<file path="src/rtl/iq_pkg.sv">
// Shared sizes and the queue entry layout for the dependence-steered issue queue.
package iq_pkg;
    parameter int LREG_N = 32;
    parameter int PREG_N = 64;
    localparam int LREG_W = $clog2(LREG_N);
    localparam int PTAG_W = $clog2(PREG_N);

    typedef struct packed {
        logic [1:0]             src_en;
        logic [1:0][PTAG_W-1:0] src_ptag;
        logic                   dst_en;
        logic [LREG_W-1:0]      dst_lreg;
        logic [PTAG_W-1:0]      dst_ptag;
    } iq_entry_t;
endpackage

</file>
<file path="src/rtl/iq_fifo.sv">
// One in-order instruction FIFO. Shows its oldest entry (head) and its newest
// entry (tail). Assumes the caller never pushes when full or pops when empty.
module iq_fifo
    import iq_pkg::*;
#(
    parameter int DEPTH = 8
) (
    input  logic      clk,
    input  logic      rst_n,
    input  logic      push,
    input  iq_entry_t din,
    input  logic      pop,
    output logic      empty,
    output logic      full,
    output iq_entry_t head,
    output iq_entry_t tail
);
    localparam int PTR_W = (DEPTH > 1) ? $clog2(DEPTH) : 1;
    localparam int CNT_W = $clog2(DEPTH + 1);

    iq_entry_t        mem [DEPTH];
    logic [PTR_W-1:0] rd_ptr, wr_ptr;
    logic [CNT_W-1:0] count;

    function automatic logic [PTR_W-1:0] bump(input logic [PTR_W-1:0] p);
        return (p == PTR_W'(DEPTH - 1)) ? '0 : p + 1'b1;
    endfunction

    assign empty = (count == '0);
    assign full  = (count == CNT_W'(DEPTH));
    assign head  = mem[rd_ptr];
    assign tail  = mem[(wr_ptr == '0) ? PTR_W'(DEPTH - 1) : wr_ptr - 1'b1];

    // Store the pushed entry.
    always_ff @(posedge clk) begin
        if (push) mem[wr_ptr] <= din;
    end

    // Advance pointers and occupancy.
    always_ff @(posedge clk) begin
        if (!rst_n) begin
            rd_ptr <= '0;
            wr_ptr <= '0;
            count  <= '0;
        end else begin
            if (push) wr_ptr <= bump(wr_ptr);
            if (pop)  rd_ptr <= bump(rd_ptr);
            case ({push, pop})
                2'b10:   count <= count + 1'b1;
                2'b01:   count <= count - 1'b1;
                default: count <= count;
            endcase
        end
    end

    a_r6_no_push_full: assert property (@(posedge clk) disable iff (!rst_n)
        push |-> !full);
    a_r8_no_pop_empty: assert property (@(posedge clk) disable iff (!rst_n)
        pop |-> !empty);
    a_r8_head_holds: assert property (@(posedge clk) disable iff (!rst_n)
        (!empty && !pop) |=> $stable(head));
endmodule

</file>
<file path="src/rtl/iq_resv.sv">
// Availability bit per physical register: set by completion, cleared by a new
// destination allocation (allocation wins on the same tag). All set at reset.
module iq_resv
    import iq_pkg::*;
(
    input  logic              clk,
    input  logic              rst_n,
    input  logic              alloc_en,
    input  logic [PTAG_W-1:0] alloc_ptag,
    input  logic              done_en,
    input  logic [PTAG_W-1:0] done_ptag,
    output logic [PREG_N-1:0] ready
);
    // Update the availability bits.
    always_ff @(posedge clk) begin
        if (!rst_n) begin
            ready <= '1;
        end else begin
            if (done_en)  ready[done_ptag]  <= 1'b1;
            if (alloc_en) ready[alloc_ptag] <= 1'b0;
        end
    end

    a_r9_done_sets: assert property (@(posedge clk) disable iff (!rst_n)
        (done_en && !(alloc_en && alloc_ptag == done_ptag)) |=> ready[$past(done_ptag)]);
    a_r9_alloc_clears: assert property (@(posedge clk) disable iff (!rst_n)
        alloc_en |=> !ready[$past(alloc_ptag)]);
endmodule

</file>
<file path="src/rtl/iq_steer.sv">
// Chooses the FIFO for a dispatching instruction. It joins the producer's FIFO
// when the producer is its tail and there is room; otherwise it takes the
// lowest empty FIFO. Purely combinational.
module iq_steer
    import iq_pkg::*;
#(
    parameter int NUM_Q = 8,
    localparam int QID_W = (NUM_Q > 1) ? $clog2(NUM_Q) : 1
) (
    input  logic                        cand_valid,
    input  logic                        cand_mapped,
    input  logic [QID_W-1:0]            cand_q,
    input  logic [PTAG_W-1:0]           cand_ptag,
    input  logic [NUM_Q-1:0]            q_empty,
    input  logic [NUM_Q-1:0]            q_full,
    input  logic [NUM_Q-1:0]            tail_dst_en,
    input  logic [NUM_Q-1:0][PTAG_W-1:0] tail_ptag,
    output logic                        tgt_ok,
    output logic [QID_W-1:0]            tgt_q
);
    logic             join_ok;
    logic             free_found;
    logic [QID_W-1:0] free_q;

    // Producer still at the tail of a FIFO with room.
    assign join_ok = cand_valid && cand_mapped && !q_empty[cand_q] && !q_full[cand_q]
                     && tail_dst_en[cand_q] && (tail_ptag[cand_q] == cand_ptag);

    // Lowest-numbered empty FIFO.
    always_comb begin
        free_found = 1'b0;
        free_q     = '0;
        for (int i = NUM_Q - 1; i >= 0; i--) begin
            if (q_empty[i]) begin
                free_found = 1'b1;
                free_q     = QID_W'(i);
            end
        end
    end

    assign tgt_ok = join_ok || free_found;
    assign tgt_q  = join_ok ? cand_q : free_q;
endmodule

</file>
<file path="src/rtl/dep_fifo_iq.sv">
// Dependence-steered issue queue: NUM_Q in-order FIFOs of DEPTH entries. A
// logical-register table locates queued producers; availability bits gate the
// FIFO heads. Assumes upstream holds the instruction while disp_stall is high.
module dep_fifo_iq
    import iq_pkg::*;
#(
    parameter int NUM_Q = 8,
    parameter int DEPTH = 8,
    localparam int QID_W = (NUM_Q > 1) ? $clog2(NUM_Q) : 1
) (
    input  logic                    clk,
    input  logic                    rst_n,
    input  logic                    disp_valid,
    input  logic [1:0]              disp_src_en,
    input  logic [2*LREG_W-1:0]     disp_src_lreg,
    input  logic [2*PTAG_W-1:0]     disp_src_ptag,
    input  logic                    disp_dst_en,
    input  logic [LREG_W-1:0]       disp_dst_lreg,
    input  logic [PTAG_W-1:0]       disp_dst_ptag,
    output logic                    disp_stall,
    input  logic                    done_valid,
    input  logic [PTAG_W-1:0]       done_ptag,
    output logic [NUM_Q-1:0]        iss_valid,
    output logic [NUM_Q*PTAG_W-1:0] iss_dst_ptag
);
    logic [PREG_N-1:0]             ready;
    logic [NUM_Q-1:0]              q_empty, q_full, q_push, tail_den;
    logic [NUM_Q-1:0][PTAG_W-1:0]  tail_ptag;
    iq_entry_t                     q_head [NUM_Q];
    iq_entry_t                     q_tail [NUM_Q];
    iq_entry_t                     din;

    logic [LREG_N-1:0]             map_v;
    logic [QID_W-1:0]              map_q [LREG_N];
    logic [PTAG_W-1:0]             map_p [LREG_N];

    logic [1:0]                    src_out;
    logic [LREG_W-1:0]             cand_lreg;
    logic [PTAG_W-1:0]             cand_ptag;
    logic                          cand_mapped, tgt_ok, disp_fire;
    logic [QID_W-1:0]              tgt_q;

    // Classify each source as outstanding and pick the steering operand (source 0 first).
    always_comb begin
        for (int s = 0; s < 2; s++)
            src_out[s] = disp_src_en[s] && !ready[disp_src_ptag[s*PTAG_W +: PTAG_W]];
        if (src_out[0]) begin
            cand_lreg = disp_src_lreg[0 +: LREG_W];
            cand_ptag = disp_src_ptag[0 +: PTAG_W];
        end else begin
            cand_lreg = disp_src_lreg[LREG_W +: LREG_W];
            cand_ptag = disp_src_ptag[PTAG_W +: PTAG_W];
        end
    end

    assign cand_mapped = map_v[cand_lreg] && (map_p[cand_lreg] == cand_ptag);
    assign disp_fire   = disp_valid && tgt_ok;
    assign disp_stall  = disp_valid && !tgt_ok;

    // Assemble the entry to push.
    always_comb begin
        din.src_en   = disp_src_en;
        din.src_ptag = disp_src_ptag;
        din.dst_en   = disp_dst_en;
        din.dst_lreg = disp_dst_lreg;
        din.dst_ptag = disp_dst_ptag;
    end

    iq_steer #(.NUM_Q(NUM_Q)) i_steer (
        .cand_valid (|src_out),
        .cand_mapped(cand_mapped),
        .cand_q     (map_q[cand_lreg]),
        .cand_ptag  (cand_ptag),
        .q_empty    (q_empty),
        .q_full     (q_full),
        .tail_dst_en(tail_den),
        .tail_ptag  (tail_ptag),
        .tgt_ok     (tgt_ok),
        .tgt_q      (tgt_q)
    );

    iq_resv i_resv (
        .clk       (clk),
        .rst_n     (rst_n),
        .alloc_en  (disp_fire && disp_dst_en),
        .alloc_ptag(disp_dst_ptag),
        .done_en   (done_valid),
        .done_ptag (done_ptag),
        .ready     (ready)
    );

    for (genvar g = 0; g < NUM_Q; g++) begin : g_q
        logic hrdy;

        // Head is ready when every enabled source is available.
        always_comb begin
            hrdy = !q_empty[g];
            for (int s = 0; s < 2; s++)
                if (q_head[g].src_en[s] && !ready[q_head[g].src_ptag[s]]) hrdy = 1'b0;
        end

        assign q_push[g]    = disp_fire && (tgt_q == QID_W'(g));
        assign iss_valid[g] = hrdy;
        assign iss_dst_ptag[g*PTAG_W +: PTAG_W] = q_head[g].dst_ptag;
        assign tail_den[g]  = q_tail[g].dst_en;
        assign tail_ptag[g] = q_tail[g].dst_ptag;

        iq_fifo #(.DEPTH(DEPTH)) i_fifo (
            .clk  (clk),
            .rst_n(rst_n),
            .push (q_push[g]),
            .din  (din),
            .pop  (hrdy),
            .empty(q_empty[g]),
            .full (q_full[g]),
            .head (q_head[g]),
            .tail (q_tail[g])
        );
    end

    // Map valid bits: cleared when the recorded producer issues, set on dispatch.
    always_ff @(posedge clk) begin
        if (!rst_n) begin
            map_v <= '0;
        end else begin
            for (int q = 0; q < NUM_Q; q++)
                if (iss_valid[q] && q_head[q].dst_en
                    && map_p[q_head[q].dst_lreg] == q_head[q].dst_ptag)
                    map_v[q_head[q].dst_lreg] <= 1'b0;
            if (disp_fire && disp_dst_en) map_v[disp_dst_lreg] <= 1'b1;
        end
    end

    // Map payload: producer FIFO and tag of the newest writer.
    always_ff @(posedge clk) begin
        if (disp_fire && disp_dst_en) begin
            map_q[disp_dst_lreg] <= tgt_q;
            map_p[disp_dst_lreg] <= disp_dst_ptag;
        end
    end

    a_r6_stall_all_busy: assert property (@(posedge clk) disable iff (!rst_n)
        disp_stall |-> (q_empty == '0));
    a_r2_ready_to_empty: assert property (@(posedge clk) disable iff (!rst_n)
        (disp_fire && !(|src_out)) |-> q_empty[tgt_q]);
    a_r5_first_source: assert property (@(posedge clk) disable iff (!rst_n)
        (disp_fire && src_out[0] && !q_empty[tgt_q])
            |-> (q_tail[tgt_q].dst_ptag == disp_src_ptag[0 +: PTAG_W]));
    a_r3_join_room: assert property (@(posedge clk) disable iff (!rst_n)
        (disp_fire && !q_empty[tgt_q]) |-> (!q_full[tgt_q] && q_tail[tgt_q].dst_en));
endmodule

</file>
<file path="config.mk">
export PLATFORM = sky130hd
export DESIGN_NAME = dep_fifo_iq
export DESIGN_NICKNAME = d
export VERILOG_FILES = /design/src/rtl/iq_pkg.sv /design/src/rtl/iq_fifo.sv /design/src/rtl/iq_resv.sv /design/src/rtl/iq_steer.sv /design/src/rtl/dep_fifo_iq.sv
export SDC_FILE = /design/constraint.sdc
export NUM_CORES = 2
export LEC_CHECK = 0
export BUFFER_PORTS_ARGS = -buffer_cell sky130_fd_sc_hd__buf_2
export CAP_MARGIN = 20
export CORE_UTILIZATION = 45
export DETAILED_ROUTE_END_ITERATION = 10
export PLACE_DENSITY = 0.7
export SYNTH_ARGS = -nofsm -noshare
export SYNTH_HDL_FRONTEND = slang
export SYNTH_SLANG_ARGS = --single-unit
</file>
<file path="constraint.sdc">
create_clock -name clk -period 9.68 [get_ports clk]
set_input_delay 1.936 -clock clk [delete_from_list [all_inputs] [get_ports clk]]
set_output_delay 1.936 -clock clk [all_outputs]
set_load 0.01 [all_outputs]
</file>
==> impl_metrics.ini <==
[clocking]
clock_path_buffers = 4
clk_latency_ns = 0.99
htreeDepth = 4
cts_resized = 2
cts_tree = yes
clk_pin_slew_worst_paths_ns = 0.07
cts_setup_buffers = 0
numCtsBuffers = 232
root_buffer = clkbuf_16
cts.sink_count = 2152
hold_buffers = 0

[layout]
layout.cells.non_filler = 12600
drive_gt1_share_pct = 21.8
nNetsFinal = 9128
final_common_cell = edfxtp_1
mostFrequentLayoutCells = edfxtp_1 (1952), mux2i_1 (1349), nand2_1 (899)
synthToLayoutAreaGrowth_pct = 13.9
final_cell_area_um2 = 134000
nFillCells = 21200

[power_and_ir_drop]
p_clk_share_pct = 27.6
peakVddDrop_mv = 0.233
total_leakage_power_nw = 45.5
power_density_nw_per_um2 = 244
p_sw_w = 0.0124
intPower_w = 0.0202
switching_share_pct = 38.1
seq_power_share_pct = 33.4
comb_power_share_pct = 39.0

[sta]
rsz0062_at_grt = no
fin_crit_ns = 9.43
finalSetupViolations = 0
min_period_over_period_pct = 97.4
slew_viol_final = 0
tightest_slew_ns = 1.43
skew_ns = 0.159
final.setup.tns_ns = 0
max_freq_mhz = 106
max_slew_margin_pct = 4.54
hold_violations = 0

[die]
coreArea_um2 = 259000
chipHeight_um = 513
die_w_um = 513
dieArea_um2 = 263000
rows = 187
io_pins = 103
initial_utilization_pct = 45.3

[hold_path]
hold_path_class = reg -> reg

[route]
met3WireLength_um = 53900
via_per_inst = 6.94
drc = 0
firstDrtPassIters = 10
drt-total-wl_um = 482000
wl_met2_um = 212000
vias = 87700
drt-met1-wl_um = 176000
drt_iter0_markers = 12700
post_drt_wl_per_cell_um = 38.2
drtAntennaViolNets = 0
highest_layer = met5

[critical_path]
crit_slowest_cell = o41ai_1
start_kind = primary input
path_class = in -> out
endpoint_kind = output pin
crit_chain = buf_4 -> mux2i_1 -> mux4_2 -> a221o_1 -> o31a_4 -> nand2_8 -> mux2i_4 -> a211oi_1 -> o41ai_1 -> o2111a_2 -> buf_12 -> mux4_2 -> mux2i_1 -> xnor2_1 -> nor4_4 -> and4_1 -> nor3_1 -> buf_2
cp.required_ns = 7.74
crit_fanout = 36
cp_slowest_stage_delay_ns = 0.54
critPathArrivalTime_ns = 7.50

[grt]
grt_pass1_wl_um = 663000
grt_max_degree = 100
grt_pass1_vias = 83300
grtUsageTotal_pct = 35.9
overflow = 0
antenna_found_initial = 40

[yosys]
synth_flop_cell = edfxtp_1
avgSynthCellArea_um2 = 13.1
yosysTopAreaCellShare_pct = 49.9
netlist_instances = 8968
async_flop_share_pct = 0
syn-num-nets = 9092
yosysSeqAreaShare_pct = 53.3
synthTopCellsByArea = edfxtp_1 (50%), mux2i_1 (12%), mux4_2 (11%)
ys_ff_latch = 2152
synth_cell_types = 101
synth.cell_area_um2 = 117000
yosysTopAreaCell = edfxtp_1
synth_edf_count = 1952
synth_warnings = 0

[placement]
dp_hpwl_um = 323000
dp_cells = 12200
io_buffer_count = 102
gp_congestion = 1.04
dpl-instance-area_um2 = 126000

[flow_run]
drv_cap = 0

[outcome]
status = completed
-- layout make-up --
cell class                      instances  area (µm²)  area share (%)
Tap cell                             3402        4260            3.18
Inverter                               64         245           0.183
Timing Repair Buffer                  715        6610            4.94
Clock buffer                          287        6260            4.68
Multi-Input combinational cell       5839       52200            39.0
Antenna cell                           39        97.6          0.0730
Clock inverter                        133        1380            1.03
Sequential cell                      2152       62700            46.9
-- worst max-delay path, delay by kind of cell --
family	cells	cell delay, ns
muxes	5	1.81
AOI/OAI and AO/OA	5	1.81
and+or+nand+nor	4	0.84
buffers and inverters	3	0.75
xor gates and xnor gates	1	0.21
-- flip-flops by register name, indices dropped and copies added (netlist names), named ones only --
name and cells:
g_q.i_fifo.mem 1664, map_p 192, map_q 96, i_resv.ready 64, g_q.i_fifo.count 32, map_v 32, g_q.i_fifo.rd_ptr 24, g_q.i_fifo.wr_ptr 24
-- cells in the mapped netlist (all sizes together), types with 6 or more instances --
cell	n
a21oi	232
o221ai	28
a211o	9
mux2i	1418
nor2b	82
o21ai	75
nand2	902
a2111oi	8
nor3	148
fa	6
buf	282
and2	281
a211oi	442
a21o	7
a311oi	8
mux2	80
o32ai	12
a22oi	33
o2111ai	10
mux4	584
xnor2	58
o22ai	157
clkbuf	631
nor4b	13
or2	9
nand2b	51
ha	72
nor4	78
nor2	296
edfxtp	1952
a31oi	261
nand3b	29
a32oi	55
or3	42
nand3	97
o211ai	22
xor2	26
o41ai	26
inv	59
a221oi	47
nand4	19
o21a	10
and3	42
dfxtp	200
-- through the flow --
| step | total power, W | hold slack, ns | util [%] | worst slack (ns) |
|---|---|---|---|---|
| floorplan | 0.0182 | 0.450 | - | 0.0473 |
| global placement | 0.0230 | 0.457 | 48.4 | -0.0595 |
| detailed placement | 0.0232 | 0.471 | 48.5 | 0.00307 |
| CTS | 0.0322 | 0.482 | 51.4 | 0.0325 |
| global route | 0.0333 | 0.516 | 51.5 | 0.133 |
| finish | 0.0326 | 0.483 | 51.5 | 0.249 |
-- cells by family after synthesis --
| group | after synthesis | share of synthesized area (%) |
|---|---|---|
| DFF | 2152 | 53.3 |
| xor gates and xnor gates | 84 | 0.626 |
| muxes | 2082 | 24.1 |
| adders and majority gates | 78 | 0.869 |
| buffers and inverters | 977 | 3.43 |
| AOI/OAI and AO/OA | 1486 | 8.90 |
| and+or+nand+nor | 2109 | 8.75 |
-- path summary, 6_finish.rpt --
check                                              from                      to  slack (ns)  depth (start not counted)
worst max register to register         i_resv.ready[43]  g_q[4].i_fifo.count[3]        1.96                         26
worst min register to register  g_q[5].i_fifo.rd_ptr[1]                register        0.48                          2
worst min-delay path            g_q[5].i_fifo.rd_ptr[1]                register        0.48                          2
worst max-delay path                   disp_src_ptag[0]              disp_stall        0.25                         18
-- metal layers --
layer	vias up	GRT usage (%)
li1	35300	-
met1	44600	44.9
met2	6204	53.9
met3	1575	9.65
met4	34	25.1
met5	-	0.530
-- power groups by stage --
stage	registers, W	logic, W	clock network (W)
floorplan	0.0107	0.00745	0
global placement	0.0111	0.0119	0
detailed placement	0.0111	0.0121	0
CTS	0.0109	0.0122	0.00909
global route	0.0109	0.0129	0.00941
finish	0.0109	0.0127	0.00902
Note: power is estimated with default switching activity, not from simulation.
